### src/rtl/sio_fifo_pkg.sv
package sio_fifo_pkg;

    localparam int unsigned CHAR_W = 8;

    typedef logic [CHAR_W-1:0] char_t;

    typedef enum logic {
        TXTRIG_FREE_SLOT = 1'b0,
        TXTRIG_DRAINED   = 1'b1
    } tx_trig_e;

    typedef enum logic {
        RXTRIG_EACH = 1'b0,
        RXTRIG_HALF = 1'b1
    } rx_trig_e;

    // bit 5 overrun, bit 0 available
    typedef struct packed {
        logic [1:0] rsvd_hi;
        logic       overrun;
        logic [3:0] rsvd_lo;
        logic       avail;
    } rx_stat_t;

    function automatic int unsigned lvl_width(input int unsigned depth);
        return $clog2(depth + 1);
    endfunction

    function automatic int unsigned ptr_width(input int unsigned depth);
        return (depth > 1) ? $clog2(depth) : 1;
    endfunction

endpackage

### src/rtl/sio_byte_fifo.sv
module sio_byte_fifo
    import sio_fifo_pkg::*;
#(
    parameter int unsigned W     = 8,
    parameter int unsigned DEPTH = 4,
    localparam int unsigned AW   = ptr_width(DEPTH),
    localparam int unsigned CW   = lvl_width(DEPTH)
) (
    input  logic          clk,
    input  logic          rst,
    input  logic [CW-1:0] cap,
    input  logic          push,
    input  logic [W-1:0]  din,
    input  logic          pop,
    output logic [W-1:0]  dout,
    output logic [CW-1:0] count,
    output logic          full,
    output logic          empty,
    output logic          dropped
);

    logic [W-1:0]  mem [DEPTH];
    logic [AW-1:0] wptr, rptr;
    logic          do_push, do_pop;

    function automatic logic [AW-1:0] bump(input logic [AW-1:0] p);
        return (p == AW'(DEPTH - 1)) ? '0 : p + AW'(1);
    endfunction

    assign full    = (count >= cap);
    assign empty   = (count == '0);
    assign do_push = push & ~full;
    assign do_pop  = pop & ~empty;
    assign dropped = push & full;
    assign dout    = mem[rptr];

    always_ff @(posedge clk) begin
        if (do_push) begin
            mem[wptr] <= din;
        end
    end

    always_ff @(posedge clk) begin
        if (rst) begin
            wptr  <= '0;
            rptr  <= '0;
            count <= '0;
        end else begin
            if (do_push) wptr <= bump(wptr);
            if (do_pop)  rptr <= bump(rptr);
            count <= count + CW'(do_push) - CW'(do_pop);
        end
    end

endmodule

### src/rtl/sio_tx_req_ctl.sv
module sio_tx_req_ctl
    import sio_fifo_pkg::*;
#(
    parameter int unsigned CW = 3
) (
    input  logic          clk,
    input  logic          rst,
    input  logic [CW-1:0] count,
    input  logic [CW-1:0] cap,
    input  tx_trig_e      trig,
    input  logic          clr_cmd,
    output logic          req
);

    logic cond;
    logic muted_q;

    always_comb begin
        unique case (trig)
            TXTRIG_DRAINED:   cond = (count == '0);
            TXTRIG_FREE_SLOT: cond = (count < cap);
            default:          cond = 1'b0;
        endcase
    end

    // mute holds while the trigger stays true; re-arms once it goes false
    always_ff @(posedge clk) begin
        if (rst) begin
            muted_q <= 1'b0;
        end else if (clr_cmd) begin
            muted_q <= 1'b1;
        end else if (!cond) begin
            muted_q <= 1'b0;
        end
    end

    assign req = cond & ~muted_q;

endmodule

### src/rtl/sio_rx_req_ctl.sv
module sio_rx_req_ctl
    import sio_fifo_pkg::*;
#(
    parameter int unsigned DEPTH = 8,
    localparam int unsigned CW   = lvl_width(DEPTH)
) (
    input  logic          clk,
    input  logic          rst,
    input  logic [CW-1:0] count,
    input  logic          compat,
    input  rx_trig_e      trig,
    input  logic          dropped,
    input  logic          err_clr,
    output logic          req,
    output logic          overrun
);

    localparam logic [CW-1:0] HALF = CW'(DEPTH / 2);

    logic [CW-1:0] thresh;

    always_comb begin
        if (compat || trig == RXTRIG_EACH) begin
            thresh = CW'(1);
        end else begin
            thresh = HALF;
        end
    end

    assign req = (count >= thresh);

    always_ff @(posedge clk) begin
        if (rst) begin
            overrun <= 1'b0;
        end else if (dropped) begin
            overrun <= 1'b1;
        end else if (err_clr) begin
            overrun <= 1'b0;
        end
    end

endmodule

### src/rtl/sio_fifo_buf.sv
module sio_fifo_buf
    import sio_fifo_pkg::*;
#(
    parameter int unsigned TX_DEPTH = 4,
    parameter int unsigned RX_DEPTH = 8
) (
    input  logic       clk,
    input  logic       rst,
    input  logic       compat_mode,
    input  logic       tx_drain_lvl,
    input  logic       rx_half_lvl,
    input  logic       host_wr_en,
    input  logic [7:0] host_wr_data,
    input  logic       host_rd_en,
    output logic [7:0] host_rd_data,
    input  logic       tx_req_clr,
    input  logic       err_clr,
    input  logic       ser_ready,
    output logic       ser_valid,
    output logic [7:0] ser_data,
    input  logic       des_valid,
    input  logic [7:0] des_data,
    output logic [7:0] rx_status,
    output logic       tx_req,
    output logic       rx_req
);

    localparam int unsigned TXCW = lvl_width(TX_DEPTH);
    localparam int unsigned RXCW = lvl_width(RX_DEPTH);

    logic [TXCW-1:0] tx_cap, tx_cnt;
    logic [RXCW-1:0] rx_cap, rx_cnt;
    logic            tx_full, tx_empty, tx_drop;
    logic            rx_full, rx_empty, rx_drop;
    logic            ser_take;
    logic            ovr;
    char_t           tx_head, rx_head;
    rx_stat_t        stat;

    assign tx_cap = compat_mode ? TXCW'(1) : TXCW'(TX_DEPTH);
    assign rx_cap = compat_mode ? RXCW'(1) : RXCW'(RX_DEPTH);

    assign ser_take = ser_ready & ~tx_empty;

    sio_byte_fifo #(.W(CHAR_W), .DEPTH(TX_DEPTH)) u_txq (
        .clk     (clk),
        .rst     (rst),
        .cap     (tx_cap),
        .push    (host_wr_en),
        .din     (host_wr_data),
        .pop     (ser_take),
        .dout    (tx_head),
        .count   (tx_cnt),
        .full    (tx_full),
        .empty   (tx_empty),
        .dropped (tx_drop)
    );

    sio_byte_fifo #(.W(CHAR_W), .DEPTH(RX_DEPTH)) u_rxq (
        .clk     (clk),
        .rst     (rst),
        .cap     (rx_cap),
        .push    (des_valid),
        .din     (des_data),
        .pop     (host_rd_en),
        .dout    (rx_head),
        .count   (rx_cnt),
        .full    (rx_full),
        .empty   (rx_empty),
        .dropped (rx_drop)
    );

    sio_tx_req_ctl #(.CW(TXCW)) u_txreq (
        .clk     (clk),
        .rst     (rst),
        .count   (tx_cnt),
        .cap     (tx_cap),
        .trig    (tx_trig_e'(tx_drain_lvl)),
        .clr_cmd (tx_req_clr),
        .req     (tx_req)
    );

    sio_rx_req_ctl #(.DEPTH(RX_DEPTH)) u_rxreq (
        .clk     (clk),
        .rst     (rst),
        .count   (rx_cnt),
        .compat  (compat_mode),
        .trig    (rx_trig_e'(rx_half_lvl)),
        .dropped (rx_drop),
        .err_clr (err_clr),
        .req     (rx_req),
        .overrun (ovr)
    );

    always_comb begin
        stat         = '0;
        stat.overrun = ovr;
        stat.avail   = ~rx_empty;
    end

    assign rx_status    = stat;
    assign ser_valid    = ~tx_empty;
    assign ser_data     = tx_head;
    assign host_rd_data = rx_head;

endmodule

### config.mk
export PLATFORM = sky130hd
export DESIGN_NAME = sio_fifo_buf
export DESIGN_NICKNAME = d
export VERILOG_FILES = /design/src/rtl/sio_fifo_pkg.sv /design/src/rtl/sio_byte_fifo.sv /design/src/rtl/sio_tx_req_ctl.sv /design/src/rtl/sio_rx_req_ctl.sv /design/src/rtl/sio_fifo_buf.sv
export SDC_FILE = /design/constraint.sdc
export NUM_CORES = 1
export LEC_CHECK = 0
export BUFFER_PORTS_ARGS = -buffer_cell sky130_fd_sc_hd__buf_2
export CAP_MARGIN = 30
export CORE_MARGIN = 4
export CORE_UTILIZATION = 60
export CTS_BUF_LIST = sky130_fd_sc_hd__clkbuf_8
export DETAILED_ROUTE_END_ITERATION = 16
export PLACE_DENSITY = 0.81
export REMOVE_ABC_BUFFERS = 1
export SLEW_MARGIN = 0
export SYNTH_ARGS = -nofsm -noshare
export SYNTH_HDL_FRONTEND = slang
export SYNTH_SLANG_ARGS = --single-unit
### constraint.sdc
create_clock -name clk -period 3.8 [get_ports clk]
set_clock_uncertainty 0.1 [all_clocks]
set_input_delay 0 -clock clk [delete_from_list [all_inputs] [get_ports clk]]
set_output_delay 0 -clock clk [all_outputs]
set_load 0.01 [all_outputs]
* After elaboration in Yosys (flattened, before gate mapping)
Memory sizes are Yosys's and may differ from the RTL's. A register that Yosys moved wholly into a read port is not among the register bits. Index checks and enable logic that the tools add are counted.
Word-level totals: input bits 27, logic and storage cells 65, flip-flop bits (word level) 19, RAM bits 96, output and inout bits 27, memories kept 2
Cells by class: equality and inequality tests 5, $lt $le $gt $ge 4, bitwise logic cells 14, $add $sub $neg 8, reductions and logical operators 4, mux-type cells 20
Memory list:
- u_rxq.mem | depth 8, width 8, rd ports 1, clocked after Yosys merged registers in 1, write ports 1, line sio_byte_fifo.sv:22 | logic [W-1:0] mem [DEPTH];
- u_txq.mem | depth 4, width 8, rd ports 1, clocked after Yosys merged registers in 1, write ports 1, line sio_byte_fifo.sv:22
Operator list (number):
- $mux 3 | 6
- $mux 1 | 8
- $mux 2 | 4
- $and 1x1->1 | 7
- $not 1->1 | 7
- $add 3x1->3 const B | 2
- $eq 3x3->1 const B | 2
- $add 2x1->2 const B | 2
- $add 4x1->4 | 1
- $eq 2x2->1 const B | 2
- $ge 4x3->1 | 1
- $ge 4x4->1 | 1
- $logic_not 4->1 | 1
- $mux 4 | 1
- $sub 4x1->4 | 1
- $add 3x1->3 | 1
- $ge 3x3->1 | 1
- $logic_not 3->1 | 1
- $lt 3x3->1 | 1
- $sub 3x1->3 | 1
- $ne 2x2->1 const B | 1
- $pmux 1 s2 | 1
- $reduce_bool 2->1 | 1
- $logic_or 1x1->1 | 1

* Logic depth before layout (Yosys ltp)
Gate-level depths: netlist of the first run.
depth in word-level cells 6, gate-level depth with buffers 12, depth with buffers taken out 12

* By module
Synthesis of the first run repeated with hierarchy kept, for this count alone.
Second synthesis, totals: cell total of the unflattened synthesis 316, area, all modules 5230.0 sq um
Modules (own cells, without submodules):
- sio_byte_fifo at u_rxq | area an instance 3226.8 sq um, seq. area each 2182.1 sq um, cells an instance 179, instances 1
- sio_byte_fifo at u_txq | area an instance 1722.9 sq um, seq. area each 1141.1 sq um, cells an instance 101, instances 1
- sio_tx_req_ctl | area an instance 118.9 sq um, seq. area each 20.0 sq um, cells an instance 14, instances 1
- sio_rx_req_ctl | area an instance 87.6 sq um, seq. area each 20.0 sq um, cells an instance 10, instances 1
- sio_fifo_buf | area an instance 73.8 sq um, seq. area each 0.0 sq um, cells an instance 12, instances 1

* Worst setup path before layout of the first run
No wires, ideal clock.
path type flip-flop to flip-flop, start register u_rxq.count[0], end memory u_rxq.mem[0][0], enable pin, period minus slack after synthesis 2746 ps, buffers on the path 0, setup time 395 ps, arrival time 2252 ps, path slack 1054 ps, cell stages (with the launch flop) 6, data required time 3305 ps, path through dfxtp_1 -> inv_1 -> ha_1 -> or4b_4 -> a21o_1 -> nor4_1
Between the ends: cells in the longest elaborated chain, start to end 5
Ends and longest elaborated chain:
- start: declaration | line sio_byte_fifo.sv:16 | output logic [CW-1:0] count,
- start signal: assignment | line sio_byte_fifo.sv:51 | count <= count + CW'(do_push) - CW'(do_pop);
- $ge 4x4->1 | line sio_byte_fifo.sv:30 | assign full = (count >= cap);
- $not 1->1 | line sio_byte_fifo.sv:32 | assign do_push = push & ~full;
- $and 1x1->1 | line sio_byte_fifo.sv:32
- $mux 1 | line sio_byte_fifo.sv:38 | if (do_push) begin
- $mux 1 (not written as such) | line sio_byte_fifo.sv:39 | mem[wptr] <= din;
- end: declaration | line sio_byte_fifo.sv:22
Every way passes these cells.

* Worst setup path after layout of the first run
start register u_rxq.count[2], end register u_rxq.count[2]
Between the ends: cells in the longest elaborated chain, start to end 5, elaborated cells between the ends (all ways) 8, classes of those cells 2 x add/sub; 1 x order compare; 4 x bitwise; 1 x reduce/logical
Ends and longest elaborated chain (line):
- $ge 4x4->1 | sio_byte_fifo.sv:30
- $not 1->1 | sio_byte_fifo.sv:32
- $and 1x1->1 | sio_byte_fifo.sv:32
- $add 4x1->4 | sio_byte_fifo.sv:51
- $sub 4x1->4 (*) | sio_byte_fifo.sv:51
Mark *: on every way between the ends. The rest lies on a longest branch, timed or not. A chain may end at the register's enable or synchronous reset.

==> reports/metrics.cfg, run 1 <==
[finish]
fin_nets=431
layout-drive-gt1-share=0.2959
stdcell_count=494
final_cell_area_sq_mm=0.005938
syn2layout_area_growth_pct=19.58
n_antenna_cell=0

[place]
io_buffers=47
gp_congestion=0.7957
placed_area_sq_mm=0.005300
dp.cells=437
dp_hpwl_um=5936
preCtsSetupSlack_ps=1189

[detailed_routing]
num_vias=2730
drc=0
ant_nets=0
firstDrtPassIters=4
wl_per_cell_um=18.17
vias_per_cell=5.526
wirelength_um=8978
drt_iter0_markers=133

[synth]
syn_avg_cell_area_sq_um=17.01
syn_inst=292
synth_edf_count=96
synthArstFlopShare=0
ys_ff_latch=120
yosysWarnings=0
ys_types=38
synth_area_sq_mm=0.004966
ys_seq_area_frac=0.6772
synth-main-ff-cell=edfxtp_1

[timing]
fmax_mhz=382.0
finalMaxSlewViolations=0
setup_ws_ps=1182
tightest_slew_ps=852.5
fin_crit_sh=0.6889
setup_tns_ps=0
relSlewSlack=0.4309
min_period_ps=2618
finalHoldViolCount=0
rsz0062_at_grt=false
finalSetupViolCount=0
hold-worst-slack_ps=91.45

[critical_path]
start_kind=flop
endpoint_kind=flop
critPathRequiredTime_ps=4000
timing.rr.end=u_rxq.count[2]
critical_path_class=flop to flop
ff2ff_setup_slack_ps=1180
crit_arrival_ps=2810
r2r-start=u_rxq.count[2]
reg2reg_depth=12
worstPathMaxFanout=5

[global_route]
antenna_found_initial=0
grt_pass1_vias=2821
grt-ovfl-total=0
grt_pass1_wl_um=14810
grt_max_degree=22
grt_usage=0.2044

[min_path]
hp-class=input pin to flop
holdPathStages=5
holdPathEnd=u_txq.wptr[0]
min_from=compat_mode

[clocking]
clock_sinks=120
numCtsBuffers=17
postCtsSetupRepairBufs=0
clk_latency_ps=410
cts-root-buf=clkbuf_8
cts_max_level=4
clk_pin_slew_ps=60
clockBufferDepth=2
cts_tree=built

[pwr]
power_density_mw_per_mm2=607.6
irDropWorstVdd_v=0.0003582
leakagePower_nw=2.203

[job]
maxCapViolations=0

[die]
fp.dieH_um=98.98
core_sq_mm=0.007888
fp.dieW_um=98.98
num_rows=32
initial_utilization=0.6296
io_pins=54
dieArea_sq_mm=0.009796

[run_status]
outcome=completed

[placed cells by master (no fill, tap or decap), types with 10 or more instances in the layout]
cell type / count
ha_1: 22
mux4_2: 24
dlygate4sd3_1: 26
buf_2: 47
clkbuf_8: 17
a21oi_1: 10
nand2_1: 10
inv_1: 21
nor2_1: 13
dfxtp_1: 24
edfxtp_1: 96
[synthesized netlist by cell type, types with 3 or more instances]
master	number	share of area
nor2b_1	3	0.0038
dfxtp_1	24	0.097
mux2_2	8	0.018
clkbuf_1	3	0.0023
inv_1	17	0.013
buf_4	8	0.012
mux4_2	24	0.11
nand2_1	10	0.0076
mux2i_1	3	0.0060
nand2b_1	7	0.0088
and2_1	4	0.0050
edfxtp_1	96	0.58
nor3_1	6	0.0060
a21oi_1	10	0.010
nand3_1	4	0.0040
ha_1	22	0.055
nor2_1	13	0.0098
[worst max-delay path by stage]
| stage | from | end | depth (start not counted) |
|---|---|---|---|
| finish | u_rxq.count[2] | u_rxq.count[2] | 12 |
| global route | flop | host_rd_data[1] | 4 |
| CTS | flop | host_rd_data[1] | 4 |
| detailed placement | u_rxq.count[2] | u_rxq.count[2] | 12 |
| global placement | u_rxq.count[2] | u_rxq.count[2] | 12 |
| floorplan | u_rxq.count[0] | u_rxq.mem[0][0] | 5 |
[metrics by stage]
stage	total power, mW	util
after CTS	3.638	0.7529
after floorplan	2.260	-
after global routing	3.828	0.7529
after detailed placement	2.539	0.6720
final	3.608	0.7529
after global placement	2.497	0.6720
[routing by layer]
layer | up-vias | global-route usage | routed length, um | part of all wire
li1 | 1279 | - | - | -
met1 | 1344 | 0.2665 | 3788 | 0.42
met2 | 94 | 0.3285 | 4547 | 0.51
met3 | 13 | 0.07077 | 531 | 0.059
met4 | 0 | 0.05882 | 110 | 0.012
met5 | - | 0 | 0 | 0
[sequential cells by signal, summed over array words and instances (netlist names), 2 cells and up, named ones only]
| signal | cells |
|---|---|
| u_txq.mem | 32 |
| u_rxq.count | 4 |
| u_rxq.mem | 64 |
| u_rxq.wptr | 3 |
| u_txq.wptr | 2 |
| u_txq.rptr | 2 |
| u_rxq.rptr | 3 |
| u_txq.count | 3 |
[report_power, final]
part	internal [mW]	switching [mW]	total, mW
clock network	0.626	0.451	1.08
registers	1.55	0.122	1.67
logic	0.451	0.408	0.859
total	2.63	0.981	3.61
[critical path: stages, from the launching register on]
cell and delay (ps):
dfxtp_1 330, inv_1 80, ha_1 130, or3b_2 500, nand2_1 200, inv_1 70, ha_1 260, inv_1 50
ha_1 160, inv_1 60, fa_1 360, xor2_1 140, nor2_1 50
[area by class of cell]
class | instances | area, sq um
sequential | 120 | 3363
clock buffer | 17 | 234.0
tap | 102 | 127.6
fill | 455 | 1949
multi-input combinational | 144 | 1458
timing repair buffer | 80 | 548.0
inverter | 17 | 63.81
clock inverter | 14 | 143.9
[timing repair]
item,4_1_cts,5_1_grt
hold buffers,26,0
resized for setup,0,0
hold endpoints to repair,120,0
[logic make-up (layout without fill, tap and decap cells)]
kind of cell / count (synthesis) / in the layout / share of synthesized area
flops: 120 / 120 / 0.6772
simple gates: 57 / 57 / 0.06122
mux: 35 / 35 / 0.1330
buf+inv: 33 / 128 / 0.03301
fa+ha+maj: 24 / 24 / 0.06349
compound gates: 18 / 18 / 0.02419
xor+xnor: 4 / 4 / 0.007056
other cells: 1 / 6 / 0.0007551
Power figures use the tool's default switching activity.
==> run 2, diff against run 1 <==
Clock period 3.8 ns to 2.5 ns, I/O delays scaled along.
==> run 2 against run 1 <==
Net effect: total power increased by 63%; largest cell class unchanged; register-to-register slack worse by 1100 ps; non-clock buffer count is 6 higher; via count grew 0.84%; clock power increased by 75%.
==> reports/metrics.cfg, run 2 (synthesis gave the netlist of run 1 again) <==
[finish]
final_cell_mix=edfxtp_1 (96), buf_2 (47), mux4_2 (24), dlygate4sd3_1 (23), dfxtp_1 (21)
fillers=424  ; -6.8%
n_antenna_cell=0  ; unchanged
reg_top3=u_rxq.mem (64), u_txq.mem (32), u_rxq.count (4)
final_common_cell=edfxtp_1
fin_nets=437  ; +1.4%
largest_register_ffs=64  ; unchanged
top_register=u_rxq.mem
stdcell_count=501  ; +1.4%
layout-drive-gt1-share=0.3459  ; +0.04995
syn2layout_area_growth_pct=22.60

[pwr]
power_density_mw_per_mm2=963.6  ; +59%
irDropWorstVdd_v=0.0008105  ; +130%
leakagePower_nw=2.261  ; +2.6%

[critical_path]
critical_path_class=flop to flop
crit_arrival_ps=2580  ; -230 ps
endpoint_kind=flop
max_stage_delay_ps=530  ; +30 ps
critPathTopFamily=adder cells
cp_slowest_cell=or4b_4
critPathRequiredTime_ps=2690  ; -1310 ps
worstPathMaxFanout=3  ; -2
start_kind=flop
crit_buf_inv=2  ; -2
crit_path_cell_trace=inv_2 > ha_1 > or4b_4 > a21oi_4 > ha_2 > inv_1 > fa_1 > xor2_1 > nor2_1

[timing]
fin_crit_sh=0.9557  ; +0.2668
finalHoldViolCount=0  ; unchanged
rsz0062_at_grt=false
finalSetupViolCount=0  ; unchanged
finalMaxSlewViolations=0  ; unchanged
min_period_ps=2389  ; -228.6 ps
tightest_slew_ps=542.1  ; -310.4 ps
fmax_mhz=418.6  ; +9.6%
setup_ws_ps=110.8  ; -1071 ps
relSlewSlack=0.6381  ; +0.2072

[detailed_routing]
wirelength_um=9204  ; +2.5%
wl_per_cell_um=18.37  ; +1.1%
num_vias=2753  ; +0.84%
firstDrtPassIters=6  ; +2
vias_per_cell=5.495  ; -0.57%
ant_nets=0  ; unchanged
drc=0  ; unchanged
drt_iter0_markers=162  ; +22%

[die]
fp.dieW_um=98.98  ; unchanged
num_rows=32  ; unchanged
fp.dieH_um=98.98  ; unchanged
initial_utilization=0.6296  ; unchanged
dieArea_sq_mm=0.009796  ; unchanged
core_sq_mm=0.007888  ; unchanged
io_pins=54  ; unchanged

[place]
preCtsSetupSlack_ps=3.618  ; -1186 ps
dp.cells=445  ; +1.8%
gp_congestion=0.8002  ; +0.57%
io_buffers=47  ; unchanged
dp_hpwl_um=5883  ; -0.89%

[clocking]
cts_tree=built
cts_max_level=4  ; unchanged
cts-root-buf=clkbuf_8
clk_latency_ps=410  ; about the same
clockBufferDepth=2  ; unchanged
clk_pin_slew_ps=70  ; about the same
clock_sinks=120  ; unchanged
numCtsBuffers=17  ; unchanged

[global_route]
grt-ovfl-total=0  ; unchanged
grt_usage=0.2035  ; -0.0008894
grt_max_degree=22  ; unchanged
antenna_found_initial=0  ; unchanged
grt_pass1_vias=2952  ; +4.6%
grt_pass1_wl_um=15030  ; +1.4%

[job]
maxCapViolations=0  ; unchanged

[run_status]
outcome=completed

[min_path]
hp-class=input pin to flop

run 2: cell types whose count changed in the layout (fill, tap and decap cells not counted), sizes merged:
cell	before	now
buf	54	62
dlygate4sd3	26	23
inv	21	18
bufinv	3	5
clkinv	5	7
dlymetal6s4s	0	1
run 2: per-stage QoR:
step	instance area (sq um)	util	total power, mW	TNS (ps)	hold slack (ps)
finish	6088	0.7719	5.867	0	31.44
global route	6088	0.7719	6.214	0	48.41
CTS	6048	0.7668	5.852	0	18.26
detailed placement	5360	0.6796	3.904	0	128.6
global placement	5360	0.6796	3.841	0	115.1
floorplan	4885	-	3.435	-4253	-33.31
run 2: where the power goes:
part	internal, mW	switching (mW)	total (mW)
clock	1.17	0.717	1.89
sequential	2.36	0.135	2.49
combinational	0.767	0.716	1.48
run 2: final timing paths:
path                     endpoint  cells after the start            from  slack, ps
setup / recovery   u_rxq.count[2]                      9  u_rxq.count[0]        110
hold / removal    u_rxreq.overrun                      4       des_valid         30
setup reg to reg   u_rxq.count[2]                      9  u_rxq.count[0]        110
hold reg to reg     u_rxq.rptr[2]                      2   u_rxq.rptr[2]        390
run 2: final cells by class:
type                       instances  area, sq um  area share
multi-input combinational        144         1496      0.2458
sequential                       120         3367      0.5530
clock inverter                    15        209.0     0.03432
timing repair buffer              86        590.6     0.09700
tap                              102        127.6     0.02096
clock buffer                      17        234.0     0.03843
inverter                          17        63.81     0.01048
run 2: layer usage:
| metal | track usage | up-vias | wire length, um |
|---|---|---|---|
| met5 | 0 | - | 0 |
| met4 | 0.05252 | 0 | 85 |
| met3 | 0.05803 | 12 | 404 |
| met2 | 0.3419 | 77 | 4909 |
| met1 | 0.2626 | 1373 | 3804 |
| li1 | - | 1291 | - |
run 2: what timing repair did:
action	in CTS	in global routing
gates resized for setup	2	11
pin swaps	0	2
hold buffers	24	0
endpoints found under the hold margin	120	0
buffers inserted	0	0
endpoints found under the setup margin	2	12
run 2: worst register-to-register path: stages, from the launching register on:
cell     delay (ps)
dfxtp_2         340
inv_2            60
ha_1            270
or4b_4          530
a21oi_4         160
ha_2            200
inv_1            50
fa_1            370
xor2_1          140
nor2_1           60
==> run 3, diff against run 2 <==
Settings changed: BUFFER_PORTS_ARGS -buffer_cell sky130_fd_sc_hd__buf_2 to unset, CORE_MARGIN 4 to unset, CORE_UTILIZATION 60 to 65, DONT_BUFFER_PORTS set to 1, PLACE_DENSITY 0.81 to unset, PLACE_DENSITY_LB_ADDON set to 0.2.
==> run 3 against run 2 <==
Net effect: maximum frequency decreased by 1.9%; routed wire length grew 4.4%; worst hold slack improved by 9.0 ps; utilization up 3.2 points; first-iteration DRC count grew 1.2%; via count down 2.6%; sequential share of layout area rose by 1.8 points; critical path depth is 1 lower; setup slack worse by 45 ps; critical path type unchanged; highest routed layer unchanged.
==> reports/metrics.cfg, run 3 (synthesis gave the netlist of run 1 again) <==
[finish]
fillers=352  ; -17%
regArea_sq_mm=0.003366  ; about the same
fin_nets=397  ; -9.2%
fin_util=0.8037  ; +0.03183
largest_register_ffs=64  ; unchanged
top_register=u_rxq.mem
final_common_cell=edfxtp_1
layout-drive-gt1-share=0.2626  ; -0.08329
multiInputGateArea_sq_mm=0.001505  ; +0.58%
n_antenna_cell=0  ; unchanged
final_cell_mix=edfxtp_1 (96), dlygate4sd3_1 (30), mux4_2 (24), ha_1 (22), dfxtp_1 (22)
reg_top3=u_rxq.mem (64), u_txq.mem (32), u_rxq.count (4)
stdcell_count=457  ; -8.8%
syn2layout_area_growth_pct=18.64

[pwr]
irDropWorstVdd_v=0.0007069  ; -13%
power_density_mw_per_mm2=965.9  ; +0.24%
total_power_mw=5.691  ; -3.0%
leakagePower_nw=2.102  ; -7.0%

[timing]
min_period_ps=2435  ; +45.46 ps
setup_tns_ps=0  ; unchanged
fin_crit_sh=0.9739  ; +0.01819
finalSetupViolCount=0  ; unchanged
fmax_mhz=410.7  ; -1.9%
tightest_slew_ps=576.9  ; +34.84 ps
finalMaxSlewViolations=0  ; unchanged
rsz0062_at_grt=true
finalHoldViolCount=0  ; unchanged
relSlewSlack=0.6148  ; -0.02326

[critical_path]
critical_path_class=flop to flop
endpoint_kind=flop
crit_path_cell_trace=inv_2 > ha_1 > or4b_4 > a21oi_4 > buf_6 > nand3b_1 > a21oi_2 > dlygate4sd3_1
max_stage_delay_ps=560  ; +30 ps
start_kind=flop
cp_slowest_cell=dlygate4sd3_1
critPathTopFamily=buffers and inverters
crit_buf_inv=3  ; +1
crit_arrival_ps=2700  ; +120 ps
worstPathMaxFanout=4  ; +1
critPathRequiredTime_ps=2770  ; +80 ps

[die]
initial_utilization=0.6774  ; +0.04782
fp.dieW_um=89.41  ; -9.7%
core_sq_mm=0.007331  ; -7.1%
num_rows=31  ; -3.1%
dieArea_sq_mm=0.007993  ; -18%
fp.dieH_um=89.41  ; -9.7%
io_pins=54  ; unchanged

[place]
io_buffers=0  ; -100%
dp_hpwl_um=5386  ; -8.4%
gp_congestion=0.7695  ; -3.8%
dp.cells=396  ; -11%

[clocking]
numCtsBuffers=17  ; unchanged
clockBufferDepth=2  ; unchanged
clk_pin_slew_ps=70  ; about the same
postCtsSetupRepairBufs=0  ; unchanged
cts_tree=built
clk_latency_ps=420  ; about the same
clock_sinks=120  ; unchanged
cts_max_level=4  ; unchanged
cts-root-buf=clkbuf_8

[detailed_routing]
num_vias=2682  ; -2.6%
wirelength_um=9607  ; +4.4%
ant_nets=0  ; unchanged
drt_iter0_markers=164  ; +1.2%
vias_per_cell=5.869  ; +6.8%
drc=0  ; unchanged
firstDrtPassIters=4  ; -2
wl_per_cell_um=21.02  ; +14%

[global_route]
antenna_found_initial=0  ; unchanged
grt_pass1_wl_um=14760  ; -1.8%
grt_pass1_vias=2793  ; -5.4%
grt-ovfl-total=0  ; unchanged
grt_usage=0.2718  ; +0.06830
grt_max_degree=17  ; -23%

[min_path]
hp-class=input pin to flop

[run_status]
outcome=completed

[job]
maxCapViolations=0  ; unchanged

[run 3: cell types whose count changed in the layout (fill, tap and decap cells not counted), moves of 2 or more]
cell	delta
clkinv_4	+2
clkinv_1	-2
inv_6	+2
dlygate4sd3_1	+7
ha_1	+2
a21oi_1	-2
bufinv_16	-2
buf_2	-47
[run 3: final cells by class]
type | instances | area share
multi-input cells | 144 | 0.2555
clock inverters | 14 | 0.02973
repair buffers | 46 | 0.07199
flip-flops and latches | 120 | 0.5712
inverters | 17 | 0.01083
well taps | 99 | 0.02102
clock buffers | 17 | 0.03971
[run 3: worst min-delay path: stages]
cell,delay [ps]
nand2_1,70
inv_1,70
ha_1,170
fa_1,170
nor2_1,40
[run 3: metal layers]
layer,up-vias,global-route usage,share of wire
met5,-,0,0
met1,1336,0.3318,0.38
met4,0,0.1328,0.028
met2,108,0.4518,0.52
li1,1209,-,-
met3,29,0.07387,0.065
[run 3: report_power, final]
group / total (mW) / internal (mW) / switching [mW]
logic: 1.41 / 0.712 / 0.694
registers: 2.50 / 2.36 / 0.147
clock network: 1.78 / 0.987 / 0.794
total: 5.69 / 4.06 / 1.64
[run 3: path summary, 6_finish.rpt]
| path | startpoint | endpoint | slack (ps) | cells past startpoint |
|---|---|---|---|---|
| min | ser_ready | u_txq.count[1] | 40 | 5 |
| min reg2reg | u_rxq.wptr[2] | u_rxq.wptr[2] | 500 | 2 |
| max reg2reg | u_rxq.count[0] | u_rxq.wptr[1] | 70 | 8 |
| max | u_rxq.count[0] | u_rxq.wptr[1] | 70 | 8 |
[run 3: repair_timing]
| action | CTS | global route |
|---|---|---|
| hold buffers | 30 | 0 |
| endpoints found under the hold margin | 184 | 0 |
| gates resized for setup | 0 | 12 |
| setup endpoints to repair | 0 | 17 |
[run 3: stage by stage]
stage,cell area (sq um),hold WS [ps],worst slack (ps)
2_1_floorplan,4885,-33.31,-246.4
3_3_place_gp,5141,-28.81,122.0
3_5_place_dp,5141,-23.70,33.42
4_1_cts,5851,32.71,1.844
5_1_grt,5892,69.40,-28.20
6_report,5892,40.42,65.34
